[config.mk]
export PLATFORM = sky130hd
export DESIGN_NAME = ps2_host_tx
export DESIGN_NICKNAME = d
export VERILOG_FILES = /design/src/rtl/ps2_tx_pkg.sv /design/src/rtl/ps2_us_tick.sv /design/src/rtl/ps2_line_filter.sv /design/src/rtl/ps2_span_timer.sv /design/src/rtl/ps2_host_tx.sv
export SDC_FILE = /design/constraint.sdc
export NUM_CORES = 1
export LEC_CHECK = 0
export BUFFER_PORTS_ARGS = -buffer_cell sky130_fd_sc_hd__buf_2
export CORE_UTILIZATION = 30
export CTS_BUF_LIST = sky130_fd_sc_hd__clkbuf_8
export CTS_CLUSTER_SIZE = 16
export DETAILED_ROUTE_END_ITERATION = 16
export GPL_ROUTABILITY_DRIVEN = 0
export HOLD_SLACK_MARGIN = 0.15
export SLEW_MARGIN = 10
export SYNTH_ARGS = -nofsm -noshare
export SYNTH_HDL_FRONTEND = slang
export SYNTH_SLANG_ARGS = --single-unit
[constraint.sdc]
create_clock -name clk -period 1.7 [get_ports clk]
set_input_delay 0.34 -clock clk [delete_from_list [all_inputs] [get_ports clk]]
set_output_delay 0.34 -clock clk [all_outputs]
set_load 0.05 [all_outputs]
[src/rtl/ps2_tx_pkg.sv]
package ps2_tx_pkg;

    typedef enum logic [2:0] {
        S_IDLE,
        S_REQ,
        S_WAIT,
        S_SHIFT,
        S_ACK,
        S_HOLD
    } tx_state_t;

    // fall count after which the next fall ends the driven part of the frame
    localparam logic [3:0] LAST_DRIVEN_FALL = 4'd9;

    function automatic logic odd_par(input logic [7:0] d);
        return ~^d;
    endfunction

endpackage

[src/rtl/ps2_us_tick.sv]
module ps2_us_tick #(
    parameter int unsigned CLK_FREQ_MHZ = 100
) (
    input  logic clk,
    input  logic rst_n,
    output logic tick_o
);
    localparam int unsigned CW = (CLK_FREQ_MHZ > 1) ? $clog2(CLK_FREQ_MHZ) : 1;
    localparam logic [CW-1:0] TOP = CW'(CLK_FREQ_MHZ - 1);

    logic [CW-1:0] cnt_q;

    always_ff @(posedge clk or negedge rst_n) begin
        if (!rst_n) begin
            cnt_q  <= '0;
            tick_o <= 1'b0;
        end else begin
            tick_o <= (cnt_q == TOP);
            cnt_q  <= (cnt_q == TOP) ? '0 : cnt_q + 1'b1;
        end
    end
endmodule

[src/rtl/ps2_line_filter.sv]
module ps2_line_filter #(
    parameter int unsigned FILT_LEN = 4
) (
    input  logic clk,
    input  logic rst_n,
    input  logic line_i,
    output logic fall_o
);
    logic s1_q, s2_q, filt_q;
    logic [FILT_LEN-1:0] hist_q;

    always_ff @(posedge clk or negedge rst_n) begin
        if (!rst_n) begin
            s1_q   <= 1'b1;
            s2_q   <= 1'b1;
            hist_q <= '1;
            filt_q <= 1'b1;
            fall_o <= 1'b0;
        end else begin
            s1_q   <= line_i;
            s2_q   <= s1_q;
            hist_q <= {hist_q[FILT_LEN-2:0], s2_q};
            fall_o <= filt_q && (hist_q == '0);
            if (hist_q == '1)
                filt_q <= 1'b1;
            else if (hist_q == '0)
                filt_q <= 1'b0;
        end
    end
endmodule

[src/rtl/ps2_span_timer.sv]
module ps2_span_timer #(
    parameter int unsigned LIMIT = 300
) (
    input  logic clk,
    input  logic rst_n,
    input  logic tick_i,
    input  logic arm_i,
    input  logic restart_i,
    output logic expired_o
);
    localparam int unsigned CW = $clog2(LIMIT + 1);
    localparam logic [CW-1:0] TOP = CW'(LIMIT);

    logic [CW-1:0] cnt_q;

    always_ff @(posedge clk or negedge rst_n) begin
        if (!rst_n)
            cnt_q <= '0;
        else if (!arm_i || restart_i)
            cnt_q <= '0;
        else if (tick_i && cnt_q != TOP)
            cnt_q <= cnt_q + 1'b1;
    end

    assign expired_o = arm_i && (cnt_q == TOP);

    assert_cnt_bound_R14: assert property (@(posedge clk) disable iff (!rst_n)
        !arm_i |=> (cnt_q == '0));
endmodule

[src/rtl/ps2_host_tx.sv]
module ps2_host_tx
    import ps2_tx_pkg::*;
#(
    parameter int unsigned CLK_FREQ_MHZ = 100,
    parameter int unsigned INHIBIT_US   = 100,
    parameter int unsigned START_US     = 25000,
    parameter int unsigned BIT_US       = 300,
    parameter int unsigned FRAME_US     = 2000,
    parameter int unsigned HOLD_US      = 300,
    parameter int unsigned FILT_LEN     = 4
) (
    input  logic       clk,
    input  logic       rst_n,
    input  logic       en,
    input  logic       dir_tx,
    input  logic       wr_tx,
    input  logic [7:0] wr_data,
    input  logic       stat_rd,
    input  logic       stat_clr_wr,
    input  logic [1:0] stat_clr_mask,
    input  logic       ps2_clk_i,
    output logic       ps2_clk_oe,
    output logic       ps2_data_oe,
    output logic       tx_dir_eff,
    output logic       st_idle,
    output logic       st_timeout,
    output logic       st_start_to,
    output logic       irq_activity
);
    tx_state_t  state_q, state_d;
    logic [8:0] sh_q;
    logic [3:0] nfall_q;
    logic       tick, clk_fall;
    logic       inh_done, start_exp, bit_exp, frame_exp, hold_done;
    logic       rd_seen_q, idle_q;
    logic       wr_ok, abort, go_hold;

    ps2_us_tick #(.CLK_FREQ_MHZ(CLK_FREQ_MHZ)) u_tick (
        .clk(clk), .rst_n(rst_n), .tick_o(tick));

    ps2_line_filter #(.FILT_LEN(FILT_LEN)) u_clk_filt (
        .clk(clk), .rst_n(rst_n), .line_i(ps2_clk_i), .fall_o(clk_fall));

    ps2_span_timer #(.LIMIT(INHIBIT_US)) u_inh_tmr (
        .clk(clk), .rst_n(rst_n), .tick_i(tick),
        .arm_i(state_q == S_REQ), .restart_i(1'b0), .expired_o(inh_done));

    ps2_span_timer #(.LIMIT(START_US)) u_start_tmr (
        .clk(clk), .rst_n(rst_n), .tick_i(tick),
        .arm_i(state_q == S_REQ || state_q == S_WAIT), .restart_i(1'b0),
        .expired_o(start_exp));

    ps2_span_timer #(.LIMIT(BIT_US)) u_bit_tmr (
        .clk(clk), .rst_n(rst_n), .tick_i(tick),
        .arm_i(state_q == S_SHIFT || state_q == S_ACK), .restart_i(clk_fall),
        .expired_o(bit_exp));

    ps2_span_timer #(.LIMIT(FRAME_US)) u_frame_tmr (
        .clk(clk), .rst_n(rst_n), .tick_i(tick),
        .arm_i(state_q == S_SHIFT), .restart_i(1'b0), .expired_o(frame_exp));

    ps2_span_timer #(.LIMIT(HOLD_US)) u_hold_tmr (
        .clk(clk), .rst_n(rst_n), .tick_i(tick),
        .arm_i(state_q == S_HOLD), .restart_i(1'b0), .expired_o(hold_done));

    assign tx_dir_eff = dir_tx & ~st_timeout;
    assign wr_ok      = wr_tx && en && tx_dir_eff && (state_q == S_IDLE);
    assign abort      = !en || !dir_tx;

    // next state
    always_comb begin
        state_d = state_q;
        unique case (state_q)
            S_IDLE:  if (wr_ok) state_d = S_REQ;
            S_REQ: begin
                if (abort)          state_d = S_IDLE;
                else if (start_exp) state_d = S_HOLD;
                else if (inh_done)  state_d = S_WAIT;
            end
            S_WAIT: begin
                if (abort)          state_d = S_IDLE;
                else if (start_exp) state_d = S_HOLD;
                else if (clk_fall)  state_d = S_SHIFT;
            end
            S_SHIFT: begin
                if (abort)                       state_d = S_IDLE;
                else if (bit_exp || frame_exp)   state_d = S_HOLD;
                else if (clk_fall && nfall_q == LAST_DRIVEN_FALL) state_d = S_ACK;
            end
            S_ACK: begin
                if (abort)         state_d = S_IDLE;
                else if (bit_exp)  state_d = S_HOLD;
                else if (clk_fall) state_d = S_IDLE;
            end
            S_HOLD:  if (hold_done && (rd_seen_q || stat_rd)) state_d = S_IDLE;
            default: state_d = S_IDLE;
        endcase
    end

    assign go_hold = (state_d == S_HOLD) && (state_q != S_HOLD);

    // state register
    always_ff @(posedge clk or negedge rst_n) begin
        if (!rst_n) state_q <= S_IDLE;
        else        state_q <= state_d;
    end

    // shift data and fall counter
    always_ff @(posedge clk or negedge rst_n) begin
        if (!rst_n) begin
            sh_q    <= '0;
            nfall_q <= '0;
        end else if (wr_ok) begin
            sh_q    <= {odd_par(wr_data), wr_data};
            nfall_q <= '0;
        end else if (clk_fall && state_q == S_WAIT) begin
            nfall_q <= 4'd1;
        end else if (clk_fall && state_q == S_SHIFT) begin
            sh_q    <= {1'b1, sh_q[8:1]};
            nfall_q <= nfall_q + 1'b1;
        end
    end

    // sticky flags, read tracking, idle history
    always_ff @(posedge clk or negedge rst_n) begin
        if (!rst_n) begin
            st_timeout  <= 1'b0;
            st_start_to <= 1'b0;
            rd_seen_q   <= 1'b0;
            idle_q      <= 1'b1;
        end else begin
            idle_q <= st_idle;
            if (go_hold)
                st_timeout <= 1'b1;
            else if (stat_clr_wr && stat_clr_mask[0])
                st_timeout <= 1'b0;
            if (go_hold && start_exp)
                st_start_to <= 1'b1;
            else if (stat_clr_wr && stat_clr_mask[1])
                st_start_to <= 1'b0;
            if (state_q != S_HOLD)
                rd_seen_q <= 1'b0;
            else if (stat_rd)
                rd_seen_q <= 1'b1;
        end
    end

    // outputs
    always_comb begin
        ps2_clk_oe  = 1'b0;
        ps2_data_oe = 1'b0;
        st_idle     = 1'b0;
        unique case (state_q)
            S_IDLE:  st_idle = 1'b1;
            S_REQ: begin
                ps2_clk_oe  = 1'b1;
                ps2_data_oe = 1'b1;
            end
            S_WAIT:  ps2_data_oe = 1'b1;
            S_SHIFT: ps2_data_oe = ~sh_q[0];
            S_ACK:   ps2_data_oe = 1'b0;
            S_HOLD: begin
                ps2_clk_oe = 1'b1;
                st_idle    = 1'b1;
            end
            default: st_idle = 1'b1;
        endcase
    end

    assign irq_activity = st_idle & ~idle_q;

    assert_start_sets_both_R6: assert property (@(posedge clk) disable iff (!rst_n)
        $rose(st_start_to) |-> st_timeout);

    assert_clk_low_on_timeout_R9: assert property (@(posedge clk) disable iff (!rst_n)
        $rose(st_timeout) |-> (ps2_clk_oe && st_idle && !ps2_data_oe));

    assert_hold_until_read_R9: assert property (@(posedge clk) disable iff (!rst_n)
        (state_q == S_HOLD && !rd_seen_q && !stat_rd) |=> ps2_clk_oe);

    assert_write_clears_idle_R2: assert property (@(posedge clk) disable iff (!rst_n)
        wr_ok |=> !st_idle);

    assert_no_expiry_idle_R14: assert property (@(posedge clk) disable iff (!rst_n)
        (state_q == S_IDLE) |-> !(start_exp || bit_exp || frame_exp));

    assert_irq_single_R13: assert property (@(posedge clk) disable iff (!rst_n)
        irq_activity |=> !irq_activity);

    assert_ack_fall_idles_R5: assert property (@(posedge clk) disable iff (!rst_n)
        (state_q == S_ACK && clk_fall && en && dir_tx && !bit_exp) |=> (st_idle && !ps2_clk_oe));
endmodule

After elaboration in Yosys (flattened, before gate mapping) --
Index checks and enable logic that the tools add are counted.
Operators by class: add/sub/neg operators 7, equality and inequality tests 25, multiplexer cells 43, bitwise gates (word level) 5, reduce and logical (&&, ||, !) cells 45
Operator list (number):
- 9-bit two-way mux | 7
- 3-bit two-way mux | 14
- 15-bit two-way mux | 2
- 1-bit logical AND | 22
- 11-bit two-way mux | 2
- 7-bit two-way mux | 3
- 9-bit by 1-bit adder with 9-bit output, second input constant | 2
- 9-bit equality test, second input constant | 2
- 9-bit != test, second input constant | 2
- 3-bit case mux with 6 select lines | 1
- 15-bit by 1-bit adder with 15-bit output, second input constant | 1
- 15-bit equality test, second input constant | 1
- 15-bit != test, second input constant | 1
- 7-bit by 1-bit adder with 7-bit output, second input constant | 2
- 7-bit equality test, second input constant | 2
- 4-bit two-way mux | 3
- 2-bit nonzero test | 6
- 11-bit by 1-bit adder with 11-bit output, second input constant | 1
- 11-bit equality test, second input constant | 1
- 11-bit != test, second input constant | 1
- 1-bit two-way mux | 10
- 2-bit != test, second input constant | 5
- 3-bit equality test, second input constant | 3
- 4-bit equality test, second input constant | 2
- other kinds (17) | 29
Word-level totals: register bits after elaboration 87, logic and storage cells 144

Depth between registers and ports, before layout --
Gate-level depths: netlist of the first run.
depth in word-level cells 11, mapped depth 7

By module --
Synthesis of the first run repeated with hierarchy kept, for this count alone.
Unflattened totals: cells, all modules 493, area total of the unflattened synthesis 4864.7 µm²
By module, submodules not included:
- ps2_host_tx | times used 1, cells an instance 131, area an instance 1263.7 µm², sequential area each 501.7 µm²
- ps2_span_timer (u_bit_tmr ...) | times used 2, cells an instance 59, area an instance 543.0 µm², sequential area each 225.2 µm²
- ps2_span_timer (u_start_tmr) | times used 1, cells an instance 88, area an instance 814.5 µm², sequential area each 375.4 µm²
- ps2_span_timer (u_frame_tmr) | times used 1, cells an instance 71, area an instance 669.4 µm², sequential area each 275.3 µm²
- ps2_span_timer (u_inh_tmr) | times used 1, cells an instance 42, area an instance 412.9 µm², sequential area each 175.2 µm²
- ps2_us_tick | times used 1, cells an instance 30, area an instance 370.4 µm², sequential area each 200.2 µm²
- ps2_line_filter | times used 1, cells an instance 13, area an instance 247.7 µm², sequential area each 209.0 µm²

Least setup slack after synthesis of the first run --
OpenSTA, ideal clock, no wires.
path kind reg-to-output, start point register state_q[0], end point output irq_activity, arrival time 2.378 ns, data required time 1.360 ns, path slack -1.018 ns, stages on the path, launching flop included 5, cell sequence dfrtp_1 -> buf_2 -> nor2_1 -> xor2_1 -> nor2b_1
Between the ends: word-level cells in the longest chain between the ends 4, elaborated cells on any way between the ends 7, classes of those cells eq/ne (4); mux (1); bitwise (1); reduce/logical (1)
RTL lines:
- from (decl) | RTL line ps2_host_tx.sv:30 | tx_state_t state_q, state_d;
- from (signal assigned) | RTL line ps2_host_tx.sv:105 | else state_q <= state_d;
- 3-bit by 2-bit equality test with 1-bit output (tied with other cells) | RTL line ps2_host_tx.sv:153 | unique case (state_q)
- 4-bit OR reduction (no source line) *
- 1-bit two-way mux * | RTL line ps2_host_tx.sv:153
- named net st_idle | RTL line ps2_host_tx.sv:25 | output logic st_idle,
- 1-bit bitwise AND * | RTL line ps2_host_tx.sv:170 | assign irq_activity = st_idle & ~idle_q;
- to (decl) | RTL line ps2_host_tx.sv:28 | output logic irq_activity
The timed path passes the listed nets; every way through them passes the cells marked *.

Worst setup path in the final report of the first run --
start point register state_q[1], end point output irq_activity
Between the ends: word-level cells in the longest chain between the ends 4, elaborated cells on any way between the ends 7, classes of those cells eq/ne (4); mux (1); bitwise (1); reduce/logical (1)
RTL lines (RTL line):
- 3-bit by 2-bit equality test with 1-bit output (tied with other cells) | ps2_host_tx.sv:153
- 4-bit OR reduction (no source line) *
- 1-bit two-way mux * | ps2_host_tx.sv:153
- 1-bit bitwise AND * | ps2_host_tx.sv:170
Every way passes the cells marked *; elsewhere a longest branch is shown, timed or not.

==> results of run 1 <==
==> cell usage after synthesis, types with 2 or more instances <==
cell      instances  area share [%]
o211ai_1          2            0.34
nand2b_1          4            0.57
nor4_1            3            0.42
nand3_1          19             2.2
a21oi_1          14             1.6
and4_1            3            0.59
nor3b_1           3            0.51
xnor2_1          32             6.3
inv_1            17             1.4
nor4bb_1          2            0.45
nand2_1          37             3.1
o21ai_1          11             1.2
dfrtp_1          79              45
and4b_1           2            0.45
nor2b_1           4            0.57
buf_2             4            0.45
a22oi_1           3            0.51
nand3b_1          2            0.34
and2_1            4            0.57
nand4_1          12             1.7
clkbuf_1          5            0.42
o31ai_1           3            0.51
or3_1             6            0.85
o21ai_0           4            0.45
a21o_1            2            0.34
and3_1            9             1.3
nor3_1            5            0.57
nor2_1           64             5.4
mux2i_1          13             2.9
ha_1             13             3.7
a211oi_1          3            0.51
dfstp_2           8             4.8
nand4b_1          2            0.40
xor2_1           20             4.0
==> repair_timing <==
action | 4_1_cts | 5_1_grt
resized for setup | 32 | 22
pin swaps | 13 | 15
endpoints found under the hold margin | 19 | 0
endpoints found under the setup margin | 11 | 34
cloned | 1 | 0
hold buffers | 2 | 0
buffers inserted | 16 | 7
==> cell usage in the layout (no fill, tap or decap), types with 4 or more instances in the layout <==
master	Yosys	final
buf_4	0	38
inv_2	1	4
xor2_1	20	19
and3_1	9	9
a21oi_1	14	11
buf_2	4	20
mux2i_1	13	13
clkbuf_8	0	9
inv_1	17	13
xnor2_1	32	32
dfrtp_1	79	77
buf_6	1	9
nor2_1	64	61
nand3_1	19	18
dfstp_2	8	8
nand4_1	12	12
or3_1	6	6
o21ai_1	11	10
ha_1	13	11
nand2_1	37	34
==> worst paths after layout <==
check | startpoint | to | slack (ns) | cells past startpoint
min in group asynchronous | rst_n | u_start_tmr.cnt_q[12] | 0.41 | 2
min reg2reg | u_clk_filt.s2_q | u_clk_filt.hist_q[0] | 0.36 | 0
max reg2reg | state_q[0] | u_bit_tmr.cnt_q[8] | -0.09 | 6
min | wr_data[0] | sh_q[0] | 0.21 | 3
max in group asynchronous | rst_n | idle_q | 0.74 | 3
max | state_q[1] | irq_activity | -0.14 | 4
==> power by group through the flow <==
stage	combinational, W	clock [W]	sequential (W)
6_report	0.000290	0.00145	0.00219
5_1_grt	0.000333	0.00157	0.00220
4_1_cts	0.000291	0.00150	0.00219
3_5_place_dp	0.000270	0	0.00223
3_3_place_gp	0.000265	0	0.00223
2_1_floorplan	0.000159	0	0.00222
==> layer usage <==
layer,vias up,global-route usage (%),part of all wire (%)
met5,-,0,0
met4,0,6.33,1.7
met3,13,2.40,2.9
met2,35,21.1,49
met1,1660,17.2,46
li1,1651,-,-
==> layout make-up <==
class | count | area [um2] | area share (%)
timing repair buffer | 74 | 597 | 10.7
tap | 180 | 225 | 4.04
sequential | 87 | 2190 | 39.3
multi-input combinational | 321 | 2270 | 40.8
inverter | 19 | 90.1 | 1.62
clock inverter | 7 | 71.3 | 1.28
clock buffer | 9 | 124 | 2.22
==> logic make-up after synthesis <==
group / count (synthesis) / share of synthesized area (%)
AOI/OAI and AO/OA: 52 / 8.04
muxes: 14 / 3.20
and+or+nand+nor: 190 / 22.2
xor gates and xnor gates: 52 / 10.3
DFF: 87 / 49.5
buffers and inverters: 30 / 3.14
adders and majority gates: 13 / 3.68
==> through the flow <==
stage / hold WS [ns] / total power [W] / std cells
2_1_floorplan: 0.0444 / 0.00238 / 438
3_3_place_gp: 0.254 / 0.00250 / 656
3_5_place_dp: 0.258 / 0.00250 / 656
4_1_cts: 0.191 / 0.00398 / 691
5_1_grt: 0.220 / 0.00411 / 697
6_report: 0.205 / 0.00394 / 697
==> critical path: cells and delay by family (launching register included) <==
family                 cells  cell delay (ns)
flip-flops                 1             0.47
AND/OR/NAND/NOR            2             0.34
XOR/XNOR                   1             0.17
buffers and inverters      1             0.16
==> flip-flops by register name, indices dropped and copies added (netlist names), 4 cells and up <==
| name | flops |
|---|---|
| u_start_tmr.cnt_q | 15 |
| u_frame_tmr.cnt_q | 11 |
| sh_q | 9 |
| u_bit_tmr.cnt_q | 9 |
| u_hold_tmr.cnt_q | 9 |
| u_inh_tmr.cnt_q | 7 |
| u_tick.cnt_q | 7 |
| nfall_q | 4 |
| u_clk_filt.hist_q | 4 |
==> qor.yml, run 1 <==
worstSetupEndpointType: "output pin"
min_period_over_period_pct: 108
drive_gt1_share_pct: 27.5
dr.pass1.iters: 4
grt_pass1_wl_um: 15700
track_usage_pct: 13.2
max_stage_delay_ns: 0.47
dp_hpwl_um: 6260
netlist_instances: 438
cp.required_ns: 1.36
h-tree-depth: 3
nFillCells: 1377
critPathSlowestCell: "dfrtp_2"
ys_ff_latch: 87
die_y_um: 123
dpl-instance-area_um2: 4990
tns_ns: -0.900
swShare_pct: 24.9
core_area_um2: 14100
insertion_delay_ns: 0.37
p_leak_nw: 2.33
cts_max_path_buffers: 2
final_nets: 543
wl_per_cell_um: 13.0
area_growth_pct: 26.0
violations: "setup timing"
status: "finished, violations left"
syn_nets: 469
drv_slew: 0
p_switching_w: 0.000979
drv_cap: 0
yosysSeqAreaShare_pct: 49.5
synth.distinct_cells: 58
via_per_inst: 4.82
drt_iter0_markers: 138
setup_viol: 15
port_buffers: 24
antenna_found_initial: 0
drc: 0
max_clock_freq_mhz: 543
netlist_area_um2: 4420
num_antenna_cells: 0
vias: 3359
ir_drop_mv: 0.470
drt-total-wl_um: 9080
finClkSkew_ns: 0.0113
grt_setup_unrepaired: "yes"
synth-edff-count: 0
gr-total-overflow: 0
crit_fanout: 4
p_clk_share_pct: 36.9
slew_headroom_pct: 69.5
setup_slack_ns: -0.140
tritoncts: "done"
min_period_ns: 1.84
finish.instance_area_um2: 5570
worstSetupStartpointType: "flop"
yosysWarnings: 0
synth_top_flop_cell: "dfrtp_1"
die_w_um: 123
crit_type: "reg2out"
grt_max_degree: 36
p_seq_share_pct: 55.7
clock_sinks: 87
async_flop_share_pct: 100
pwr_density_cell_nw_per_um2: 707
p_int_w: 0.00296
share_comb_of_total_power_pct: 7.4
place_ws_ns: -0.0964
start_util_pct: 31.2
tightest_slew_ns: 0.456
grt_pass1_vias: 3357
ios: 25
clockRootBuffer: "clkbuf_8"
cts_buffers: 9
ant_nets: 0
fin_util_pct: 39.3
avgSynthCellArea_um2: 10.1
path_cells: "nor2_4, xor2_4, nor2b_4, buf_6"
floorplan.rows: 43
die_area_um2: 15200
cts.clk_slew.worst_paths_ns: 0.09
cp.arrival_ns: 1.50
min_path_type: "in2reg"
finalHoldViolations: 0
No activity file was read; power rests on OpenSTA's default activity.
==> run 2: changes to the inputs <==
Settings changed: SYNTH_HIERARCHICAL from default to 1.
==> run 2 against run 1 <==
Final cell count grew 23%; largest cell class unchanged; area after synthesis increased by 10%; register-to-register slack got worse by 0.37 ns; critical endpoint is now state_q[1]; via count is 22% higher; fmax shrank 15%; sequential share of layout area decreased by 5.7 points; sequential power hardly changed; core utilization is 1.6 points higher; highest routed layer unchanged; critical path depth rose by 4; clock skew decreased by 0.0030 ns; the run still ends with setup timing left; synthesized cell count up 13%; largest power group unchanged; clock power shrank 8%.
==> qor.yml, run 2 <==
cts.clk_slew.worst_paths_ns: 0.09
die_y_um: 129
crit_type: "reg2reg"
r2r_cells: 8
die_w_um: 129
synth-edff-count: 0
swShare_pct: 25.1
tns_ns: -4.11
final_cell_mix: "buf_4 (82), dfrtp_1 (77), nand2_1 (52)"
place_ws_ns: -0.503
p_leak_nw: 2.83
hold_depth: 3
cp.arrival_ns: 2.42
drv_slew: 0
ys_top_cells_by_area: "dfrtp_1 (41%), nand2_1 (4.4%), dfstp_2 (4.3%), mux2i_1 (4.3%), xnor2_1 (3.4%)"
ios: 25
r2r_start: "u_start_tmr/cnt_q[12]"
crit_fanout: 3
violations: "setup timing"
die_area_um2: 16700
worstSetupEndpointType: "flop"
synth.distinct_cells: 74
finalHoldViolations: 0
max_clock_freq_mhz: 463
layout_commonest_cell: "buf_4"
p_switching_w: 0.000980
yosysWarnings: 6
p_seq_share_pct: 56.9
p_clk_share_pct: 34.2
yosysSeqAreaShare_pct: 45.0
dp_hpwl_um: 7910
ys_ff_latch: 87
worstSetupStartpointType: "flop"
finish.instance_area_um2: 6510
netlist_instances: 493
hold-path-endpoint: "sh_q[4]"
synth_top_cell_by_area: "dfrtp_1"
vias: 4114
ant_nets: 0
drt_iter0_markers: 199
antenna_found_initial: 0
regMostFlops: "u_start_tmr/cnt_q"
setup_slack_ns: -0.458
cp.required_ns: 1.96
gr-total-overflow: 0
avgSynthCellArea_um2: 9.87
pwr_density_cell_nw_per_um2: 599
synth_most_common_cell: "dfrtp_1"
drt-total-wl_um: 11000
via_per_inst: 4.79
track_usage_pct: 14.1
clockRootBuffer: "clkbuf_8"
hold_start: "wr_data[4]"
drc: 0
min_path_type: "in2reg"
area_growth_pct: 33.9
port_buffers: 24
netlist_area_um2: 4860
drv_cap: 0
share_comb_of_total_power_pct: 8.9
finClkSkew_ns: 0.00825
largest_register_ffs: 15
grt_pass1_wl_um: 18600
floorplan.rows: 46
cts_buffers: 9
drive_gt1_share_pct: 33.6
grt_setup_unrepaired: "yes"
cts_max_path_buffers: 2
ir_drop_mv: 0.391
grt_pass1_vias: 4131
h-tree-depth: 3
synth_commonest_cells: "dfrtp_1 (79), nand2_1 (57), nor2_1 (29), a21oi_1 (25), inv_1 (22)"
core_area_um2: 15900
min_period_ns: 2.16
insertion_delay_ns: 0.37
min_period_over_period_pct: 127
tritoncts: "done"
async_flop_share_pct: 100
synth_top_area_share_pct: 40.6
grt_max_degree: 33
cp-startpoint: "u_start_tmr/cnt_q[12]"
num_antenna_cells: 0
clock_sinks: 87
wl_per_cell_um: 12.8
synth_top_flop_cell: "dfrtp_1"
start_util_pct: 30.6
status: "finished, violations left"
top_regs: "u_start_tmr/cnt_q (15), u_frame_tmr/cnt_q (11)"
rrSetupSlack_ns: -0.46
rr_endpoint: "state_q[1]"
dpl-instance-area_um2: 5940
final_nets: 668
p_int_w: 0.00292
setup_viol: 13
dr.pass1.iters: 4
==> run 2: cell types whose count changed after synthesis, sizes merged, moves of 8 or more <==
cell,change
nor3,+10
xor2,-14
mux2i,+8
a21oi,+11
or4,+8
nor2,-31
o21ai,+12
nand2,+22
xnor2,-13
==> run 2: metrics by stage <==
stage	hold WS [ns]	utilization, %	std cells	power [W]
2_1_floorplan	0.0444	-	504	0.00243
3_3_place_gp	0.324	37.4	821	0.00256
3_5_place_dp	0.326	37.4	821	0.00257
4_1_cts	0.181	39.6	849	0.00395
5_1_grt	0.217	41.0	858	0.00410
6_report	0.205	41.0	858	0.00390
==> run 2: critical path, stage by stage (launching register included) <==
cell	delay, ns
dfrtp_1	0.39
or4b_1	0.51
or4_4	0.45
nor2_4	0.14
buf_4	0.13
buf_4	0.10
mux2i_1	0.07
a22oi_1	0.18
nor3_1	0.07
==> run 2: logic make-up after synthesis <==
| logic type | after synthesis | synth area share [%] |
|---|---|---|
| other | 1 | 0.0771 |
| adders and majority gates | 13 | 3.34 |
| and+or+nand+nor | 227 | 27.9 |
| buffers and inverters | 32 | 3.16 |
| muxes | 22 | 4.55 |
| AOI/OAI and AO/OA | 86 | 11.5 |
| DFF | 87 | 45.0 |
| xor gates and xnor gates | 25 | 4.50 |
==> run 2: metal layers <==
metal	wire [um]	vias up	global-route usage, %
met5	0	-	0
met4	199	0	6.16
met3	269	11	2.35
met2	5390	62	24.5
met1	5120	1995	17.3
li1	-	2046	-
==> run 2: layout make-up <==
type,instances,area [um2]
clock inverters,5,25.0
clock buffers,11,151
multi-input cells,385,2710
fillers,1556,9370
inverters,22,82.6
repair buffers,132,1080
flip-flops and latches,87,2190
well taps,216,270
==> run 2: repair_timing <==
| action | in CTS | in global routing |
|---|---|---|
| resized for setup | 24 | 42 |
| setup buffers | 10 | 12 |
| hold buffers | 2 | 0 |
| endpoints found under the setup margin | 43 | 33 |
| hold endpoints to repair | 30 | 0 |
| pin swaps | 7 | 11 |
| gates cloned | 0 | 0 |
==> run 2: worst max path at each step <==
stage | end | slack, ns | cells after the start
2_1_floorplan | st_start_to | -0.43 | 7
3_3_place_gp | st_start_to | -0.41 | 7
3_5_place_dp | st_start_to | -0.50 | 7
4_1_cts | st_start_to | -0.43 | 7
5_1_grt | st_start_to | -0.54 | 7
6_report | state_q[1] | -0.46 | 8
==> run 2: power by group through the flow <==
stage | Sequential [W] | Clock [W] | Combinational, W
2_1_floorplan | 0.00224 | 0 | 0.000189
4_1_cts | 0.00222 | 0.00140 | 0.000335
3_5_place_dp | 0.00226 | 0 | 0.000311
5_1_grt | 0.00223 | 0.00148 | 0.000388
3_3_place_gp | 0.00225 | 0 | 0.000303
6_report | 0.00222 | 0.00133 | 0.000348
==> run 3: changes to the inputs <==
Clock period 1.7 ns to 2.7 ns, I/O delays scaled along.
==> run 3 against run 2 <==
The flow now finishes without violations; first-iteration DRC count is 10% lower; via count fell by 11%; non-clock buffer count fell by 101; sequential power down 37%; sequential cell count unchanged; clock power fell by 31%; clock skew grew 0.00079 ns; largest power group unchanged; highest routed layer unchanged.
==> qor.yml, run 3 (synthesis results as in run 2) <==
status: "completed"
drt_iter0_markers: 179
path_cells: "or4b_1, or4_4, nor2_1, o21ai_0, a311oi_1, nor3_2, o21ai_1"
num_antenna_cells: 0
cts_buffers: 9
tns_ns: 0
critPathSlowestCell: "or4b_1"
setup_viol: 0
p_leak_nw: 2.26
drc: 0
min_period_ns: 2.48
cp.arrival_ns: 2.76
pwr_density_cell_nw_per_um2: 453
regMostFlops: "u_start_tmr/cnt_q"
die_area_um2: 16700
crit_fanout: 6
final_cell_mix: "dfrtp_1 (79), nand2_1 (57), nor2_1 (29)"
regArea_um2: 2190
h-tree-depth: 3
crit_type: "reg2reg"
grt_pass1_vias: 3546
wl_per_cell_um: 12.3
tightest_slew_ns: 0.658
max_stage_delay_ns: 0.52
floorplan.rows: 46
worstSetupEndpointType: "flop"
clockRootBuffer: "clkbuf_8"
antenna_found_initial: 0
top_regs: "u_start_tmr/cnt_q (15), u_frame_tmr/cnt_q (11)"
clock_sinks: 87
start_util_pct: 30.6
insertion_delay_ns: 0.35
finalHoldViolations: 0
multiInputGateArea_um2: 2570
largest_register_ffs: 15
area_growth_pct: 12.9
slew_headroom_pct: 56.1
drv_cap: 0
final_nets: 567
ios: 25
worst-path-buf-inv: 0
grt_setup_unrepaired: "no"
port_buffers: 24
worstSetupStartpointType: "flop"
drt-total-wl_um: 9310
dr.pass1.iters: 7
cts.clk_slew.worst_paths_ns: 0.09
drive_gt1_share_pct: 16.8
tritoncts: "done"
layout_commonest_cell: "dfrtp_1"
dp_hpwl_um: 6830
via_per_inst: 4.84
drv_slew: 0
gr-total-overflow: 0
min_period_over_period_pct: 91.7
die_y_um: 129
nFillCells: 1641
min_path_type: "in2reg"
ir_drop_mv: 0.179
ant_nets: 0
grt_max_degree: 56
cp_top_family: "simple AND/OR/NAND/NOR gates"
grt_pass1_wl_um: 16300
fin_util_pct: 34.6
core_area_um2: 15900
cts.repair.resized: 0
finClkSkew_ns: 0.00904
cts_max_path_buffers: 2
max_clock_freq_mhz: 404
track_usage_pct: 12.2
post-cts-setup-buffers: 0
cp.required_ns: 2.98
die_w_um: 129
vias: 3664
-- run 3: worst register-to-register path: stages, from the launching register on --
cell,delay [ns]
dfrtp_1,0.43
or4b_1,0.52
or4_4,0.46
nor2_1,0.29
o21ai_0,0.15
a311oi_1,0.33
nor3_2,0.09
o21ai_1,0.13
-- run 3: final timing paths --
kind,from,end,slack (ns),cells after the start
min in group asynchronous,rst_n,u_start_tmr/cnt_q[9],0.65,2
worst max-delay path,u_start_tmr/cnt_q[12],st_start_to,0.22,7
worst max register to register,u_start_tmr/cnt_q[12],st_start_to,0.22,7
worst min-delay path,ps2_clk_i,u_clk_filt/s1_q,0.27,1
max in group asynchronous,rst_n,u_bit_tmr/cnt_q[3],1.42,3
worst min register to register,u_clk_filt/s2_q,u_clk_filt/hist_q[0],0.36,0
-- run 3: power by group --
group | switching [W] | leakage (nW) | internal [W] | total (W)
Combinational | 0.0000998 | 1.01 | 0.0000765 | 0.000176
Sequential | 0.0000397 | 1.16 | 0.00136 | 0.00140
Clock | 0.000484 | 0.0956 | 0.000429 | 0.000913
-- run 3: per-stage QoR --
stage / cells / hold slack [ns] / setup WS, ns / total power [W] / area [um2]
CTS: 757 / 0.244 / 0.220 / 0.00254 / 5490
floorplan: 504 / 0.244 / 0.0872 / 0.00153 / 4910
detailed placement: 740 / 0.350 / 0.240 / 0.00160 / 5290
global route: 757 / 0.241 / 0.0869 / 0.00262 / 5490
global placement: 740 / 0.346 / 0.296 / 0.00159 / 5290
finish: 757 / 0.274 / 0.223 / 0.00249 / 5490
-- run 3: per-layer routing --
layer	part of all wire, %	vias up	GRT usage [%]
met3	2.7	6	1.53
li1	-	1843	-
met5	0	-	0
met2	49	62	20.7
met1	47	1753	15.4
met4	1.0	0	6.09
-- run 3: area by class of cell --
cell class | count | share of cell area [%]
Clock buffer | 9 | 2.25
Clock inverter | 7 | 1.32
Inverter | 22 | 1.50
Multi-Input combinational cell | 385 | 46.7
Sequential cell | 87 | 39.8
Tap cell | 216 | 4.92
Timing Repair Buffer | 31 | 3.46
-- run 3: timing repair --
| action | 4_1_cts | 5_1_grt |
|---|---|---|
| endpoints found under the hold margin | 24 | 0 |
| endpoints found under the setup margin | 0 | 0 |
| hold buffers | 1 | 0 |
